--- config.mk ---
export PLATFORM = sky130hd
export DESIGN_NAME = rr_monitor
export DESIGN_NICKNAME = d
export VERILOG_FILES = /design/src/rtl/rr_mon_pkg.sv /design/src/rtl/rr_seq.sv /design/src/rtl/rr_offset.sv /design/src/rtl/rr_limit.sv /design/src/rtl/rr_monitor.sv
export SDC_FILE = /design/constraint.sdc
export NUM_CORES = 1
export LEC_CHECK = 0
export ABC_AREA = 1
export BUFFER_PORTS_ARGS = -buffer_cell sky130_fd_sc_hd__buf_2
export CELL_PAD_IN_SITES_DETAIL_PLACEMENT = 1
export CELL_PAD_IN_SITES_GLOBAL_PLACEMENT = 2
export CORE_MARGIN = 1.5
export CORE_UTILIZATION = 30
export DETAILED_ROUTE_END_ITERATION = 7
export PLACE_DENSITY = 0.95
export RECOVER_POWER = 50
export SLEW_MARGIN = 10
export SYNTH_ARGS = -nofsm -noshare
export SYNTH_HDL_FRONTEND = slang
export SYNTH_SLANG_ARGS = --single-unit
export TNS_END_PERCENT = 50
--- constraint.sdc ---
create_clock -name clk_i -period 8.3 [get_ports clk_i]
set_input_delay 0.415 -clock clk_i [delete_from_list [all_inputs] [get_ports clk_i]]
set_output_delay 0.415 -clock clk_i [all_outputs]
set_load 0.05 [all_outputs]
--- src/rtl/rr_mon_pkg.sv ---
package rr_mon_pkg;
  typedef enum logic {ST_IDLE, ST_CONV} seq_st_e;
  localparam logic [2:0] SEL_TO_INT = 3'b011;
endpackage

--- src/rtl/rr_seq.sv ---
module rr_seq
  import rr_mon_pkg::*;
#(
  parameter int NUM_CH  = 8,
  parameter int DW      = 8,
  parameter int AVG_LG2 = 4
) (
  input  logic                       clk_i,
  input  logic                       rst_ni,
  input  logic                       start_i,
  input  logic                       conv_done_i,
  input  logic [DW-1:0]              conv_data_i,
  input  logic                       fault_i,
  output logic                       conv_req_o,
  output logic [$clog2(NUM_CH)-1:0]  ch_o,
  output logic                       fin_o,
  output logic [DW-1:0]              res_o,
  output logic                       fault_o
);
  localparam int CW = $clog2(NUM_CH);
  localparam int AW = DW + AVG_LG2;
  localparam logic [CW-1:0] EXT = CW'(NUM_CH - 1);

  seq_st_e               st_q;
  logic [CW-1:0]         ch_q;
  logic [AVG_LG2-1:0]    cnt_q;
  logic signed [AW-1:0]  acc_q;
  logic signed [AW-1:0]  sum_w;
  logic                  flt_q;
  logic                  is_ext, take, last_smp;

  assign is_ext   = (ch_q == EXT);
  assign take     = (st_q == ST_CONV) && conv_done_i && start_i;
  assign last_smp = !is_ext || (&cnt_q);
  assign sum_w    = acc_q + {{AVG_LG2{conv_data_i[DW-1]}}, conv_data_i};

  assign fin_o      = take && last_smp;
  // arithmetic shift of the running sum gives floor of the mean
  assign res_o      = is_ext ? sum_w[AW-1:AVG_LG2] : conv_data_i;
  assign fault_o    = flt_q | fault_i;
  assign conv_req_o = (st_q == ST_CONV);
  assign ch_o       = ch_q;

  always_ff @(posedge clk_i or negedge rst_ni) begin
    if (!rst_ni) begin
      st_q  <= ST_IDLE;
      ch_q  <= '0;
      cnt_q <= '0;
      acc_q <= '0;
      flt_q <= 1'b0;
    end else if (!start_i) begin
      st_q  <= ST_IDLE;
      ch_q  <= '0;
      cnt_q <= '0;
      acc_q <= '0;
      flt_q <= 1'b0;
    end else begin
      st_q <= ST_CONV;
      if (take) begin
        if (!last_smp) begin
          cnt_q <= cnt_q + AVG_LG2'(1);
          acc_q <= sum_w;
          flt_q <= flt_q | fault_i;
        end else begin
          cnt_q <= '0;
          acc_q <= '0;
          flt_q <= 1'b0;
          ch_q  <= is_ext ? '0 : ch_q + CW'(1);
        end
      end
    end
  end


  stop_idle_chk: assert property (@(posedge clk_i) disable iff (!rst_ni)
    !start_i |=> !conv_req_o);

  start_req_chk: assert property (@(posedge clk_i) disable iff (!rst_ni)
    start_i |=> conv_req_o);

  ch_hold_chk: assert property (@(posedge clk_i) disable iff (!rst_ni)
    (conv_req_o && !conv_done_i && start_i) |=> $stable(ch_o));

  single_conv_chk: assert property (@(posedge clk_i) disable iff (!rst_ni)
    (ch_o != EXT) |-> (cnt_q == '0));
endmodule

--- src/rtl/rr_offset.sv ---
module rr_offset
  import rr_mon_pkg::*;
#(
  parameter int DW     = 8,
  parameter int CW     = 3,
  parameter int INT_CH = 6,
  parameter int EXT_CH = 7
) (
  input  logic [CW-1:0] ch_i,
  input  logic [DW-1:0] data_i,
  input  logic [DW-1:0] off_i,
  input  logic [2:0]    sel_i,
  output logic [DW-1:0] data_o
);
  logic [CW-1:0] tgt;
  logic [DW:0]   sum;
  logic [DW-1:0] sat;

  assign tgt = (sel_i == SEL_TO_INT) ? CW'(INT_CH) : CW'(EXT_CH);
  assign sum = {data_i[DW-1], data_i} + {off_i[DW-1], off_i};

  always_comb begin
    if (sum[DW] != sum[DW-1]) sat = {sum[DW], {(DW-1){~sum[DW]}}};
    else                      sat = sum[DW-1:0];
  end

  assign data_o = (ch_i == tgt) ? sat : data_i;
endmodule

--- src/rtl/rr_limit.sv ---
module rr_limit #(
  parameter int NUM_CH = 8,
  parameter int DW     = 8,
  parameter int CW     = 3,
  parameter int INT_CH = 6,
  parameter int EXT_CH = 7
) (
  input  logic [CW-1:0]        ch_i,
  input  logic [DW-1:0]        val_i,
  input  logic [NUM_CH*DW-1:0] hi_i,
  input  logic [NUM_CH*DW-1:0] lo_i,
  output logic                 oor_o,
  output logic                 temp_o
);
  logic [DW-1:0] hi, lo;

  assign hi     = hi_i[int'(ch_i)*DW +: DW];
  assign lo     = lo_i[int'(ch_i)*DW +: DW];
  assign temp_o = (ch_i == CW'(INT_CH)) || (ch_i == CW'(EXT_CH));

  always_comb begin
    if (temp_o) oor_o = ($signed(val_i) > $signed(hi)) || ($signed(val_i) <= $signed(lo));
    else        oor_o = (val_i > hi) || (val_i <= lo);
  end
endmodule

--- src/rtl/rr_monitor.sv ---
module rr_monitor #(
  parameter int NUM_CH  = 8,
  parameter int DW      = 8,
  parameter int AVG_LG2 = 4
) (
  input  logic                       clk_i,
  input  logic                       rst_ni,
  input  logic                       start_i,
  input  logic [DW-1:0]              offset_i,
  input  logic [2:0]                 offset_sel_i,
  input  logic [NUM_CH*DW-1:0]       hi_lim_i,
  input  logic [NUM_CH*DW-1:0]       lo_lim_i,
  input  logic                       conv_done_i,
  input  logic [DW-1:0]              conv_data_i,
  input  logic                       diode_fault_i,
  output logic                       conv_req_o,
  output logic [$clog2(NUM_CH)-1:0]  conv_ch_o,
  output logic                       standby_o,
  output logic                       val_we_o,
  output logic [$clog2(NUM_CH)-1:0]  val_ch_o,
  output logic [NUM_CH*DW-1:0]       values_o,
  output logic [NUM_CH-1:0]          status_o,
  output logic                       diode_flag_o,
  output logic                       cycle_done_o,
  output logic                       volt_evt_o,
  output logic                       temp_evt_o
);
  localparam int CW     = $clog2(NUM_CH);
  localparam int INT_CH = NUM_CH - 2;
  localparam int EXT_CH = NUM_CH - 1;
  localparam logic [CW-1:0] EXT = CW'(EXT_CH);

  logic [CW-1:0] ch_w;
  logic          fin_w, fault_w, oor_w, temp_w;
  logic [DW-1:0] raw_w, adj_w;
  logic [DW-1:0] val_q [NUM_CH];
  logic          ev_v_q, ev_t_q;

  rr_seq #(.NUM_CH(NUM_CH), .DW(DW), .AVG_LG2(AVG_LG2)) u_seq (
    .clk_i       (clk_i),
    .rst_ni      (rst_ni),
    .start_i     (start_i),
    .conv_done_i (conv_done_i),
    .conv_data_i (conv_data_i),
    .fault_i     (diode_fault_i),
    .conv_req_o  (conv_req_o),
    .ch_o        (ch_w),
    .fin_o       (fin_w),
    .res_o       (raw_w),
    .fault_o     (fault_w)
  );

  rr_offset #(.DW(DW), .CW(CW), .INT_CH(INT_CH), .EXT_CH(EXT_CH)) u_off (
    .ch_i   (ch_w),
    .data_i (raw_w),
    .off_i  (offset_i),
    .sel_i  (offset_sel_i),
    .data_o (adj_w)
  );

  rr_limit #(.NUM_CH(NUM_CH), .DW(DW), .CW(CW), .INT_CH(INT_CH), .EXT_CH(EXT_CH)) u_lim (
    .ch_i   (ch_w),
    .val_i  (adj_w),
    .hi_i   (hi_lim_i),
    .lo_i   (lo_lim_i),
    .oor_o  (oor_w),
    .temp_o (temp_w)
  );

  assign conv_ch_o = ch_w;
  assign standby_o = !conv_req_o;

  always_ff @(posedge clk_i or negedge rst_ni) begin
    if (!rst_ni) begin
      for (int i = 0; i < NUM_CH; i++) val_q[i] <= '0;
      status_o <= '0;
    end else if (fin_w) begin
      for (int i = 0; i < NUM_CH; i++) begin
        if (ch_w == CW'(i)) begin
          val_q[i]    <= adj_w;
          status_o[i] <= oor_w;
        end
      end
    end
  end

  for (genvar g = 0; g < NUM_CH; g++) begin : g_val
    assign values_o[g*DW +: DW] = val_q[g];
  end

  always_ff @(posedge clk_i or negedge rst_ni) begin
    if (!rst_ni) begin
      val_we_o     <= 1'b0;
      val_ch_o     <= '0;
      diode_flag_o <= 1'b0;
      cycle_done_o <= 1'b0;
      volt_evt_o   <= 1'b0;
      temp_evt_o   <= 1'b0;
      ev_v_q       <= 1'b0;
      ev_t_q       <= 1'b0;
    end else begin
      val_we_o     <= fin_w;
      cycle_done_o <= 1'b0;
      volt_evt_o   <= 1'b0;
      temp_evt_o   <= 1'b0;
      if (!start_i) begin
        ev_v_q <= 1'b0;
        ev_t_q <= 1'b0;
      end else if (fin_w) begin
        val_ch_o <= ch_w;
        if (ch_w == EXT) begin
          diode_flag_o <= fault_w;
          cycle_done_o <= 1'b1;
          volt_evt_o   <= ev_v_q;
          temp_evt_o   <= ev_t_q | oor_w;
          ev_v_q       <= 1'b0;
          ev_t_q       <= 1'b0;
        end else if (temp_w) begin
          ev_t_q <= ev_t_q | oor_w;
        end else begin
          ev_v_q <= ev_v_q | oor_w;
        end
      end
    end
  end


  status_hold_chk: assert property (@(posedge clk_i) disable iff (!rst_ni)
    !val_we_o |-> $stable(status_o));

  we_start_chk: assert property (@(posedge clk_i) disable iff (!rst_ni)
    val_we_o |-> $past(start_i));

  we_req_chk: assert property (@(posedge clk_i) disable iff (!rst_ni)
    val_we_o |-> $past(conv_req_o));

  evt_end_chk: assert property (@(posedge clk_i) disable iff (!rst_ni)
    (volt_evt_o || temp_evt_o) |-> cycle_done_o);

  end_we_chk: assert property (@(posedge clk_i) disable iff (!rst_ni)
    cycle_done_o |-> (val_we_o && (val_ch_o == EXT)));
endmodule

==> flow_summary.toml <==
[outcome]
status = "complete, but fails checks"
violations = "capacitance limit, slew limit"

[sta]
worst_slack_ns = 2.48
finClkSkew_ns = 0.00856
setup_viol = 0
finalCritPeriodShare_pct = 70.1
slew_viol_final = 106
finalSetupTns_ns = 0
max-slew-margin-rel_pct = -99.7
rsz0062_at_grt = "no"
fmax_mhz = 172
worst_pin_slew_ns = 2.99
hold_viol = 0
fin_crit_ns = 5.82

[critical_path]
timing.rr.start = "u_seq.ch_o[0]$_DFFE_PN0P_"
crit_buf_inv = 2
slowest_stage = "ha_1"
cpLargestDelayFamily = "simple AND/OR/NAND/NOR gates"
crit_path_frequent_cell = "nand2_1"
start_kind = "flip-flop"
critPathCaptureType = "flip-flop"
required_ns = 8.51
cp_max_fo = 16
worstPathArrival_ns = 6.03
worst_path_largest_cell_delay_ns = 0.62
reg2reg_slack_ns = 2.48
startpoint = "u_seq.ch_o[0]$_DFFE_PN0P_"
crit_type = "reg -> reg"

[route]
drtIter0Drc = 350
viasPerCell = 5.00
vias = 7541
wl_per_cell_um = 17.4
wirelength_mm = 26.3
drcViolationCount = 0
dr.pass1.iters = 5
antenna_left = 0

[global_routing]
grt_pass1_vias = 7527
grt-ovfl-total = 0
grt_pass1_wl_mm = 40.6
grt_use_met3_pct = 3.88
top_usage_layer = "met2"
gr-usage-met2_pct = 34.7
gr-usage-met1_pct = 28.7
track_usage_pct = 21.2
antenna_found_initial = 1
grt_max_degree = 70

[floorplan]
core_area_um2 = 23300
num_io_pins = 237
die_area_um2 = 24600
die_w_um = 157
fp.dieH_um = 157
num_rows = 56
initial_core_util_pct = 30.5

[synthesis]
syn_nets = 1163
synthCells = 965
synth_area_leaders = "dfrtp_1, nand2_1, ha_1"
synth_warnings = 0
synth_top_area_cell = "dfrtp_1"
synth_area_um2 = 7110
ys_seq_area_share_pct = 36.3
postSynth.asyncResetShare_pct = 100
avgSynthCellArea_um2 = 7.36
ys_ff_latch = 103
synth.distinct_cells = 52
yosysTopAreaCellShare_pct = 36.3
synth_edf_count = 0
synth_top_flop_cell = "dfrtp_1"

[cells_and_area]
syn_to_final_growth_pct = 23.7
fillers = 2981
layout-drive-gt1-share_pct = 21.0
nets = 1381
layout_commonest_cell = "nand2_1"
multi_input_area_um2 = 4110
regArea_um2 = 2580
final_cell_mix = "nand2_1, buf_2, dfrtp_1, nor2_1, nand3_1"
fin_area_um2 = 8790

[placement]
dp_slack_ns = 2.51
hpwl_mm = 20.1
place_congestion = 0.824
port_buffers = 236
place_area_um2 = 8570

[clock_tree]
clock_sinks = 103
postCtsResizedCells = 0
clk_latency_ns = 0.36
cts-root-buf = "clkbuf_16"
numCtsBuffers = 9
cts_tree = "done"
clockBufferDepth = 2
h-tree-depth = 3
path_clk_slew_ns = 0.08
hold_buffers = 0
cts_setup_buffers = 0

[hold_path]
worstHoldStart = "diode_fault_i"
hp-class = "in -> reg"

[power]
total_leakage_power_nw = 4.78
peakVddDrop_mv = 0.124
power.density_nw_per_um2 = 171

[job]
drv_cap = 2
## power breakdown
| group | internal, mW | leakage, nW | switching (mW) | total, mW |
|---|---|---|---|---|
| Combinational | 0.129 | 3.23 | 0.360 | 0.490 |
| Clock | 0.217 | 0.151 | 0.226 | 0.443 |
| Sequential | 0.544 | 1.40 | 0.0302 | 0.574 |
| Total | 0.891 | 4.78 | 0.616 | 1.51 |
## state kept, by name, indices dropped and copies added (netlist names)
signal and flops:
volt_evt_o 1, ev_t_q 1, ev_v_q 1, u_seq.ch_o 3, val_ch_o 3, u_seq.cnt_q 4
val_we_o 1, diode_flag_o 1, u_seq.conv_req_o 1, u_seq.acc_q 12, u_seq.flt_q 1, values_o 64
status_o 8, temp_evt_o 1, cycle_done_o 1
## layer usage
layer	vias to the layer above	wire length [um]
li1	3627	-
met1	3634	11900
met2	245	12400
met3	35	1460
met4	0	567
met5	-	0
## per-stage QoR
stage / hold WS, ns / std cells / util (%) / power, mW
floorplan: 0.119 / 965 / - / 0.917
global placement: 0.459 / 1491 / 36.7 / 1.07
detailed placement: 0.461 / 1491 / 36.7 / 1.08
CTS: 0.104 / 1507 / 38.0 / 1.53
global route: 0.367 / 1507 / 37.7 / 1.58
finish: 0.329 / 1508 / 37.7 / 1.51
## tightest hold or removal path: cells and delay by family
family	cells	cell delay (ns)
AO/OA/AOI/OAI	1	0.06
buffers and inverters	1	0.09
AND/OR/NAND/NOR	1	0.09
## Yosys cell counts, drive strengths merged (2+ instances only)
cell type / count
buf: 14
fa: 2
nand2: 332
nor2: 96
a21boi: 4
ha: 44
o21a: 2
o221ai: 13
dfrtp: 103
o21bai: 2
xor2: 4
clkinv: 3
inv: 64
and2: 8
nand4: 8
a32o: 2
xnor2: 5
or2: 5
a21oi: 27
o21ai: 88
nand3: 93
o22ai: 14
nor3: 4
clkbuf: 20
## final timing paths
check,depth (start not counted),to
worst min-delay path,3,u_seq.flt_q$_DFFE_PN0P_
worst max-delay path,28,ev_t_q$_DFFE_PN0P_
max in group asynchronous,2,u_seq.ch_o[0]$_DFFE_PN0P_
min in group asynchronous,1,cycle_done_o$_DFF_PN0_
worst min register to register,2,values_o[5]$_DFFE_PN0P_
worst max register to register,28,ev_t_q$_DFFE_PN0P_
## logic make-up after synthesis
logic type / count (synthesis) / synth area share (%)
adder cells (fa/ha/maj): 46 / 8.31
AO/OA/AOI/OAI: 158 / 12.9
buffers and inverters: 101 / 5.93
flip-flops: 103 / 36.3
AND/OR/NAND/NOR: 548 / 35.3
XOR/XNOR: 9 / 1.22
## final cells by class
type                    instances  area share, %
multi-input cells             761           46.7
flip-flops and latches        103           29.3
repair buffers                241           12.9
well taps                     319           4.54
inverters                      67           2.97
clock buffers                   9           2.56
clock inverters                 7          0.954
diodes                          1         0.0285
Power figures use the tool's default switching activity.
